<file path="config.mk">
export PLATFORM = sky130hd
export DESIGN_NAME = hwbrk_unit
export DESIGN_NICKNAME = d
export VERILOG_FILES = /design/src/rtl/hwbrk_pkg.sv /design/src/rtl/hwbrk_regs.sv /design/src/rtl/hwbrk_cmp.sv /design/src/rtl/hwbrk_pend.sv /design/src/rtl/hwbrk_unit.sv
export SDC_FILE = /design/constraint.sdc
export NUM_CORES = 1
export LEC_CHECK = 0
export ABC_AREA = 1
export BUFFER_PORTS_ARGS = -buffer_cell sky130_fd_sc_hd__buf_2
export CAP_MARGIN = 20
export CORE_MARGIN = 3
export CORE_UTILIZATION = 47
export CTS_CLUSTER_SIZE = 25
export DETAILED_ROUTE_END_ITERATION = 8
export GPL_ROUTABILITY_DRIVEN = 0
export PLACE_DENSITY = 0.72
export SLEW_MARGIN = 40
export SYNTH_ARGS = -nofsm -noshare
export SYNTH_HDL_FRONTEND = slang
export SYNTH_SLANG_ARGS = --single-unit
</file>
<file path="constraint.sdc">
create_clock -name clk -period 1.6 [get_ports clk]
set_input_delay 0.32 -clock clk [delete_from_list [all_inputs] [get_ports clk]]
set_output_delay 0.32 -clock clk [all_outputs]
set_load 0.01 [all_outputs]
</file>
<file path="src/rtl/hwbrk_pkg.sv">
// Shared offsets and control bit positions for the breakpoint unit.
// Assumes a 2-bit register offset and a 5-bit control field.
package hwbrk_pkg;
    localparam int CTRL_W = 5;

    localparam logic [1:0] OFS_CTRL = 2'd0;
    localparam logic [1:0] OFS_STAT = 2'd1;
    localparam logic [1:0] OFS_ADRA = 2'd2;
    localparam logic [1:0] OFS_ADRB = 2'd3;

    localparam int B_RD  = 0;
    localparam int B_WR  = 1;
    localparam int B_EN  = 2;
    localparam int B_FE  = 3;
    localparam int B_RNG = 4;
endpackage

</file>
<file path="src/rtl/hwbrk_regs.sv">
// Register file: control and two address registers, a write-one-to-clear
// strobe for the status flag, and the read mux.
// Assumes DW >= AW and DW >= CTRL_W. Reads are combinational.
module hwbrk_regs
    import hwbrk_pkg::*;
#(
    parameter int AW       = 16,
    parameter int DW       = 16,
    parameter bit RANGE_EN = 1'b1
) (
    input  logic              clk,
    input  logic              rst_n,
    input  logic              reg_wr,
    input  logic [1:0]        reg_addr,
    input  logic [DW-1:0]     reg_wdata,
    input  logic              pend,
    output logic [CTRL_W-1:0] ctrl,
    output logic [AW-1:0]     adr_a,
    output logic [AW-1:0]     adr_b,
    output logic              clr,
    output logic [DW-1:0]     reg_rdata
);
    localparam logic [CTRL_W-1:0] CTRL_MASK = {RANGE_EN, {(CTRL_W-1){1'b1}}};

    // Purpose: store the control and address registers on a write.
    always_ff @(posedge clk) begin
        if (!rst_n) begin
            ctrl  <= '0;
            adr_a <= '0;
            adr_b <= '0;
        end else if (reg_wr) begin
            case (reg_addr)
                OFS_CTRL: ctrl  <= reg_wdata[CTRL_W-1:0] & CTRL_MASK;
                OFS_ADRA: adr_a <= reg_wdata[AW-1:0];
                OFS_ADRB: adr_b <= reg_wdata[AW-1:0];
                default:  ;
            endcase
        end
    end

    // Purpose: decode the write-one-to-clear strobe for the status flag.
    always_comb clr = reg_wr && (reg_addr == OFS_STAT) && reg_wdata[0];

    // Purpose: select the register addressed by reg_addr for reading.
    always_comb begin
        reg_rdata = '0;
        case (reg_addr)
            OFS_CTRL: reg_rdata[CTRL_W-1:0] = ctrl;
            OFS_STAT: reg_rdata[0]          = pend;
            OFS_ADRA: reg_rdata[AW-1:0]     = adr_a;
            default:  reg_rdata[AW-1:0]     = adr_b;
        endcase
    end
endmodule

</file>
<file path="src/rtl/hwbrk_cmp.sv">
// Address comparator for one bus. With RANGE_EN set it can test an
// inclusive window [lo, hi]; otherwise it only tests equality with either
// address and ignores rng_sel.
module hwbrk_cmp #(
    parameter int AW       = 16,
    parameter bit RANGE_EN = 1'b1
) (
    input  logic          acc,
    input  logic [AW-1:0] addr,
    input  logic [AW-1:0] lo,
    input  logic [AW-1:0] hi,
    input  logic          rng_sel,
    output logic          hit
);
    logic eq_any;

    // Purpose: equality match with either stored address.
    always_comb eq_any = (addr == lo) || (addr == hi);

    generate
        if (RANGE_EN) begin : g_rng
            logic in_win;
            // Purpose: inclusive window test, with the mode selected by rng_sel.
            always_comb begin
                in_win = (addr >= lo) && (addr <= hi);
                hit    = acc && (rng_sel ? in_win : eq_any);
            end
        end else begin : g_eq
            logic unused_sel;
            // Purpose: equality-only variant.
            always_comb begin
                unused_sel = rng_sel;
                hit        = acc && eq_any;
            end
        end
    endgenerate
endmodule

</file>
<file path="src/rtl/hwbrk_pend.sv">
// Sticky pending flag with write-one-to-clear, and a one-cycle halt pulse
// on its rising edge. A set and a clear in the same cycle leave the flag set.
module hwbrk_pend (
    input  logic clk,
    input  logic rst_n,
    input  logic hit,
    input  logic clr,
    output logic pend,
    output logic halt
);
    logic pend_nxt;

    // Purpose: next value of the flag, where a set beats a clear.
    always_comb pend_nxt = (pend & ~clr) | hit;

    // Purpose: register the flag and pulse halt when it goes from 0 to 1.
    always_ff @(posedge clk) begin
        if (!rst_n) begin
            pend <= 1'b0;
            halt <= 1'b0;
        end else begin
            pend <= pend_nxt;
            halt <= pend_nxt & ~pend;
        end
    end
endmodule

</file>
<file path="src/rtl/hwbrk_unit.sv">
// Top of the breakpoint unit. Qualifies fetch and data accesses with the
// control bits, compares their addresses, and drives the pending flag and
// the halt request. All logic is on one clock with synchronous reset.
module hwbrk_unit
    import hwbrk_pkg::*;
#(
    parameter int AW       = 16,
    parameter int DW       = 16,
    parameter bit RANGE_EN = 1'b1
) (
    input  logic          clk,
    input  logic          rst_n,
    input  logic          reg_wr,
    input  logic [1:0]    reg_addr,
    input  logic [DW-1:0] reg_wdata,
    output logic [DW-1:0] reg_rdata,
    input  logic          fetch_vld,
    input  logic [AW-1:0] fetch_addr,
    input  logic          rd_vld,
    input  logic          wr_vld,
    input  logic [AW-1:0] data_addr,
    output logic          brk_pending,
    output logic          halt_req
);
    logic [CTRL_W-1:0] ctrl_q;
    logic [AW-1:0]     adr_a, adr_b;
    logic              pend_clr;
    logic              data_acc, fetch_acc;
    logic              data_hit, fetch_hit, any_hit;

    hwbrk_regs #(.AW(AW), .DW(DW), .RANGE_EN(RANGE_EN)) u_regs (
        .clk(clk), .rst_n(rst_n), .reg_wr(reg_wr), .reg_addr(reg_addr),
        .reg_wdata(reg_wdata), .pend(brk_pending), .ctrl(ctrl_q),
        .adr_a(adr_a), .adr_b(adr_b), .clr(pend_clr), .reg_rdata(reg_rdata)
    );

    // Purpose: qualify each bus with its watch bits.
    always_comb begin
        data_acc  = (ctrl_q[B_RD] & rd_vld) | (ctrl_q[B_WR] & wr_vld);
        fetch_acc = ctrl_q[B_FE] & fetch_vld;
    end

    hwbrk_cmp #(.AW(AW), .RANGE_EN(RANGE_EN)) u_cmp_data (
        .acc(data_acc), .addr(data_addr), .lo(adr_a), .hi(adr_b),
        .rng_sel(ctrl_q[B_RNG]), .hit(data_hit)
    );

    hwbrk_cmp #(.AW(AW), .RANGE_EN(RANGE_EN)) u_cmp_fetch (
        .acc(fetch_acc), .addr(fetch_addr), .lo(adr_a), .hi(adr_b),
        .rng_sel(ctrl_q[B_RNG]), .hit(fetch_hit)
    );

    // Purpose: gate both compare results with the unit enable.
    always_comb any_hit = ctrl_q[B_EN] & (data_hit | fetch_hit);

    hwbrk_pend u_pend (
        .clk(clk), .rst_n(rst_n), .hit(any_hit), .clr(pend_clr),
        .pend(brk_pending), .halt(halt_req)
    );
endmodule

</file>
==> results.py, run 1 <==
metrics = {
    "synth": {
        "yosysMostFrequentCell": "nand2_1",
        "synth_area_leader_cell": "ha_1",
        "synth_area_sq_mm": 0.00311,
        "synth_top_area_share_pct": 25.8,
        "synth_nets": 554,
        "synth_area_leaders": "ha_1 (26%), dfxtp_1 (25%), a21oi_1 (9.7%)",
        "async_flop_share_pct": 0,
        "yosys.cell_types.count": 29,
        "synth_edf_count": 0,
        "avgSynthCellArea_sq_um": 7.16,
        "synthFlopType": "dfxtp_1",
        "yosysWarnings": 0,
        "ys_top_cells_by_count": "nand2_1 (79), ha_1 (64), a21oi_1 (60), inv_1 (52), dfxtp_1 (39)",
        "synth_cells": 434,
        "ys_seq_area_share_pct": 25.1,
        "ys_seq_elements": 39,
    },
    "clocking": {
        "clkSlewWorstSetupHoldPaths_ns": 0.08,
        "clk_path_buf_depth": 2,
        "clock-sinks": 39,
        "cts_tree": "done",
        "cts-root-buf": "clkbuf_8",
        "h-tree-depth": 2,
        "numCtsBuffers": 5,
        "clk_latency_ns": 0.30,
    },
    "grt": {
        "antenna_found_initial": 0,
        "grt_pass1_vias": 3284,
        "grt_overflow_total": 0,
        "grt_pass1_wl_mm": 14.9,
        "grt_max_degree": 33,
        "grtUsageTotal_pct": 24.6,
    },
    "drt": {
        "wl_per_cell_microns": 15.6,
        "drt-total-wl_mm": 9.74,
        "routed_via_density": 5.44,
        "dr.pass1.iters": 5,
        "drtIter0Drc": 161,
        "drtAntennaViolNets": 0,
        "route.detailed.drc": 0,
        "num_vias": 3402,
    },
    "run": {
        "maxCapViolations": 0,
    },
    "finish": {
        "drive_above_1_share_pct": 36.7,
        "antennaDiodeCount": 0,
        "fin_util_pct": 70.2,
        "area_growth_syn_to_layout_pct": 39.3,
        "postLayoutCellArea_sq_mm": 0.00433,
        "n_fill_cell": 495,
        "fin_nets": 669,
        "instances_no_fill": 625,
    },
    "die": {
        "design.portCount": 74,
        "die_h_microns": 87.3,
        "start_util_pct": 50.4,
        "coreArea_sq_mm": 0.00617,
        "die_w_microns": 87.3,
        "fp.dieArea_sq_mm": 0.00762,
        "num_rows": 28,
    },
    "worst_hold_path": {
        "hold_path_depth": 3,
        "hp-class": "in -> reg",
    },
    "placement": {
        "port_buffers": 73,
        "placedCellCount": 614,
        "place_area_sq_mm": 0.00388,
        "hpwl_mm": 7.19,
    },
    "timing": {
        "rsz0062_at_grt": "yes",
        "setup_slack_ns": -0.155,
        "tns_ns": -0.297,
        "fmax_mhz": 570,
        "slew-limit-headroom_pct": 82.2,
        "hold_viol_final": 0,
        "worstMarginPinSlew_ns": 0.268,
        "fin_skew_ns": 0.00597,
        "final.period_utilization_pct": 110,
        "setup_viol": 2,
        "hold_slack_ns": 0.291,
        "final.min_clock_period_ns": 1.76,
        "slew_viol_final": 0,
    },
    "critical_path": {
        "crit_required_ns": 1.85,
        "cp_data_arrival_time_ns": 2.00,
        "ff2ff_path_depth": 11,
        "path_class": "reg -> reg",
        "startpoint_type": "flip-flop",
        "end_kind": "flip-flop",
        "rrSetupSlack_ns": -0.16,
        "cp_max_fo": 3,
    },
    "run_status": {
        "violations": "negative setup slack",
        "status": "complete, but fails checks",
    },
    "power_and_ir_drop": {
        "p_per_area_mw_per_mm2": 620,
        "cellLeakagePower_nw": 1.98,
        "vdd_drop_max_uv": 531,
    },
}
## report_power, final
group / switching [mW] / internal, mW
Combinational: 0.525 / 0.424
Clock: 0.386 / 0.305
Sequential: 0.0216 / 1.02
Total: 0.932 / 1.75
## sequential cells by signal (all words and copies together), names as in the netlist
name and flops:
u_regs.adr_b 16, u_pend.pend 1, u_regs.adr_a 16, u_pend.halt 1, u_regs.ctrl 5
## area by class of cell
class / count / area, sq um / area share [%]
multi-input cells: 327 / 2400 / 55.4
flip-flops and latches: 39 / 790 / 18.2
repair buffers: 120 / 747 / 17.3
inverters: 56 / 213 / 4.91
well taps: 75 / 93.8 / 2.17
clock buffers: 6 / 72.6 / 1.68
clock inverters: 2 / 12.5 / 0.289
## worst max-delay path, stage by stage (launching register included)
cell and delay (ns):
dfxtp_1 0.32, inv_1 0.07, ha_1 0.30, nand4_1 0.12, nor3_2 0.26, nand3_1 0.13, nand2_1 0.08, o21a_1 0.10
nand2_1 0.05, nand2_1 0.07, nand2_1 0.07, a21oi_2 0.12
## final timing paths
check / start / to
worst max-delay path: u_regs.adr_b[8] / u_pend.pend
worst min-delay path: reg_wdata[3] / u_regs.ctrl[3]
worst max register to register: u_regs.adr_b[8] / u_pend.pend
worst min register to register: u_regs.ctrl[1] / u_regs.ctrl[1]
## layer usage
metal	up-vias	share of wire (%)	global-route usage, %
met5	-	0	0
met2	123	46	41.0
li1	1719	-	-
met4	0	1.8	7.11
met3	22	6.9	5.58
met1	1538	45	31.6
## cell usage in the layout, fill, tap and decap left out, types with 3 or more instances in the layout
cell	synthesis	routed
buf_2	0	73
nand2_1	79	72
a21oi_1	60	57
ha_1	64	44
buf_4	0	44
inv_1	52	36
dfxtp_1	39	32
o21ai_0	30	28
nor2_1	29	24
ha_4	0	20
inv_2	4	19
o21ai_1	15	17
nand2_2	3	10
o22ai_1	11	10
nand3_1	9	7
dfxtp_2	0	7
nor2_2	2	5
clkbuf_8	0	5
o221ai_1	4	4
a21oi_2	1	4
a21o_1	3	3
nor2_4	1	3
o21bai_1	3	3
o21a_1	3	3
## cells by family (layout without fill, tap and decap cells)
family,after synthesis,after routing,share of synthesized area (%)
DFF,39,39,25.1
buffers and inverters,68,184,8.22
AOI/OAI and AO/OA,134,134,23.7
adders and majority gates,64,64,25.8
and+or+nand+nor,129,129,17.2
## per-stage QoR
stage / total power [mW] / setup WS, ns
2_1_floorplan: 1.52 / 0.0211
3_3_place_gp: 1.82 / -0.220
3_5_place_dp: 1.85 / -0.269
4_1_cts: 2.58 / -0.0952
5_1_grt: 2.83 / -0.282
6_report: 2.68 / -0.155
## what timing repair did
action / 4_1_cts / 5_1_grt
hold buffers: 0 / 0
gates resized for setup: 38 / 31
pin swaps: 10 / 7
setup endpoints to repair: 2 / 8
endpoints found under the hold margin: 0 / 0
buffers inserted: 2 / 1
Note: power is estimated with default switching activity, not from simulation.
==> run 2: changes to the inputs <==
--- a/config.mk
+++ b/config.mk
@@ -8,7 +8,6 @@
 export ABC_AREA = 1
 export BUFFER_PORTS_ARGS = -buffer_cell sky130_fd_sc_hd__buf_2
 export CAP_MARGIN = 20
-export CORE_MARGIN = 3
 export CORE_UTILIZATION = 47
 export CTS_CLUSTER_SIZE = 25
 export DETAILED_ROUTE_END_ITERATION = 8
==> run 2 against run 1 <==
  * The flow still finishes with violations (negative setup slack)
  * Sequential share of layout area down 0.36 points
  * Count of clock-buffer cells in the layout unchanged
  * Sequential cell count unchanged
  * Total power up 2.4%
  * Core utilization about the same
  * Sequential power about the same
  * Via count down 0.53%
  * Non-clock buffer count down 4
  * Die area down 9.0%
  * Combinational power up 3.8%
  * Largest cell class unchanged
==> results.py, run 2 (synthesis gave the netlist of run 1 again) <==
metrics = {
    "run_status": {
        "status": "complete, but fails checks",
        "violations": "negative setup slack",
    },
    "placement": {
        "hpwl_mm": 6.92,
        "place_area_sq_mm": 0.00385,
        "port_buffers": 73,
        "preCtsSetupSlack_ns": -0.200,
    },
    "power_and_ir_drop": {
        "clkPwrFrac_pct": 26.0,
        "p_per_area_mw_per_mm2": 616,
        "pwr-share-seq_pct": 38.1,
        "vdd_drop_max_uv": 446,
        "pwr-share-comb_pct": 35.9,
        "cellLeakagePower_nw": 1.99,
        "switching_share_pct": 35.3,
        "p_int_mw": 1.78,
        "power.switching_mw": 0.970,
    },
    "drt": {
        "routed_via_density": 5.43,
        "dr.pass1.iters": 5,
        "drt-total-wl_mm": 9.51,
        "wl_per_cell_microns": 15.3,
        "drtAntennaViolNets": 0,
        "route.detailed.drc": 0,
        "num_vias": 3384,
        "drtIter0Drc": 166,
    },
    "critical_path": {
        "rr_endpoint": "u_pend.halt",
        "startpoint_type": "flip-flop",
        "crit-reg2reg-launch": "u_regs.adr_a[11]",
        "critical-path-max-stage-delay_ns": 0.33,
        "path_common_cell": "nand2_1",
        "ff2ff_path_depth": 11,
        "path_class": "reg -> reg",
        "rrSetupSlack_ns": -0.13,
        "crit_required_ns": 1.86,
        "cp_max_fo": 3,
        "cp_slowest_cell": "dfxtp_1",
        "cp_data_arrival_time_ns": 1.98,
        "crit_chain": "inv_2 -> ha_4 -> nand2_1 -> nor2_2 -> nand2_2 -> or2_0 -> a31oi_1 -> nand2_1 -> nand2_1 -> nand3b_1 -> nor2_1",
        "end_kind": "flip-flop",
    },
    "clocking": {
        "numCtsBuffers": 5,
        "clk_latency_ns": 0.31,
        "clock-sinks": 39,
        "h-tree-depth": 2,
        "hold_buffers": 0,
        "cts_tree": "done",
        "cts-root-buf": "clkbuf_8",
        "clk_path_buf_depth": 2,
        "clkSlewWorstSetupHoldPaths_ns": 0.09,
    },
    "die": {
        "start_util_pct": 48.9,
        "design.portCount": 74,
        "num_rows": 29,
        "coreArea_sq_mm": 0.00635,
        "die_w_microns": 83.3,
        "die_h_microns": 83.3,
        "fp.dieArea_sq_mm": 0.00694,
    },
    "finish": {
        "n_fill_cell": 503,
        "postLayoutCellArea_sq_mm": 0.00446,
        "layout_commonest_cell": "buf_2",
        "fin_util_pct": 70.2,
        "area_growth_syn_to_layout_pct": 43.5,
        "top_regs": "u_regs.adr_a: 16 flops, u_regs.adr_b: 16 flops, u_regs.ctrl: 5 flops",
        "layout_common_cells": "buf_2 (73), nand2_1 (72), a21oi_1 (53), buf_4 (40), ha_1 (36)",
        "antennaDiodeCount": 0,
        "fin_nets": 665,
        "drive_above_1_share_pct": 40.8,
    },
    "grt": {
        "antenna_found_initial": 0,
        "grtUsageTotal_pct": 26.4,
        "grt_pass1_wl_mm": 14.6,
        "use_met1_pct": 33.9,
        "grt_overflow_total": 0,
        "met2_usage_pct": 45.2,
        "use_met3_pct": 3.68,
        "grt_pass1_vias": 3249,
        "grt_max_degree": 29,
        "busiest_layer": "met2",
    },
    "worst_hold_path": {
        "min_to": "u_regs.ctrl[3]",
        "hold_path_depth": 3,
        "hp-class": "in -> reg",
        "min_from": "reg_wdata[3]",
    },
    "run": {
        "maxCapViolations": 0,
    },
    "timing": {
        "slew_viol_final": 0,
        "worstMarginPinSlew_ns": 0.326,
        "hold_viol_final": 0,
        "setup_slack_ns": -0.129,
        "tns_ns": -0.258,
        "fmax_mhz": 578,
        "rsz0062_at_grt": "yes",
        "final.period_utilization_pct": 108,
        "slew-limit-headroom_pct": 78.2,
        "setup_viol": 2,
        "final.min_clock_period_ns": 1.73,
        "fin_skew_ns": 0.00982,
    },
}
==> run 2: repair_timing <==
action	in CTS	in global routing
gates resized for setup	37	61
buffers inserted	1	3
pin swaps	13	19
setup endpoints to repair	2	4
==> run 2: power by group through the flow <==
stage | Sequential, mW | Clock [mW] | Combinational (mW)
floorplan | 1.05 | 0 | 0.467
global placement | 1.06 | 0 | 0.753
detailed placement | 1.06 | 0 | 0.779
CTS | 1.04 | 0.725 | 0.842
global route | 1.05 | 0.754 | 1.10
finish | 1.05 | 0.715 | 0.985
==> run 2: area by class of cell <==
| cell class | instances | area (sq um) | area share [%] |
|---|---|---|---|
| Clock inverter | 2 | 12.5 | 0.281 |
| Inverter | 56 | 220 | 4.94 |
| Timing Repair Buffer | 116 | 726 | 16.3 |
| Sequential cell | 39 | 797 | 17.9 |
| Clock buffer | 6 | 72.6 | 1.63 |
| Tap cell | 77 | 96.3 | 2.16 |
| Multi-Input combinational cell | 327 | 2530 | 56.8 |
==> run 2: worst max-delay path by stage <==
stage | slack [ns] | depth (start not counted) | from | end
after floorplan | 0.02 | 11 | u_regs.adr_a[15] | u_pend.pend
after global routing | -0.25 | 14 | u_regs.adr_a[10] | u_pend.halt
after global placement | -0.16 | 11 | fetch_addr[7] | u_pend.pend
after detailed placement | -0.20 | 11 | data_addr[13] | u_pend.pend
after CTS | -0.09 | 11 | u_regs.adr_b[9] | u_pend.pend
final | -0.13 | 11 | u_regs.adr_a[11] | u_pend.halt
==> run 2: metrics by stage <==
stage / cells / total power [mW] / hold WS (ns)
6_report: 623 / 2.75 / 0.287
5_1_grt: 623 / 2.90 / 0.304
4_1_cts: 620 / 2.61 / 0.286
3_5_place_dp: 611 / 1.84 / 0.478
3_3_place_gp: 611 / 1.81 / 0.482
2_1_floorplan: 434 / 1.52 / 0.445
==> run 2: critical path: cells and delay by family, from the launching register on <==
family | cells | cell delay, ns
simple gates | 8 | 0.84
fa+ha+maj | 1 | 0.26
buf+inv | 1 | 0.06
compound gates | 1 | 0.17
flops | 1 | 0.33
==> run 2: metal layers <==
metal | part of all wire (%) | up-vias | wire [microns]
met5 | 0 | - | 0
met4 | 2.0 | 0 | 193
met3 | 4.6 | 19 | 435
met2 | 48 | 117 | 4560
met1 | 45 | 1537 | 4320
li1 | - | 1711 | -
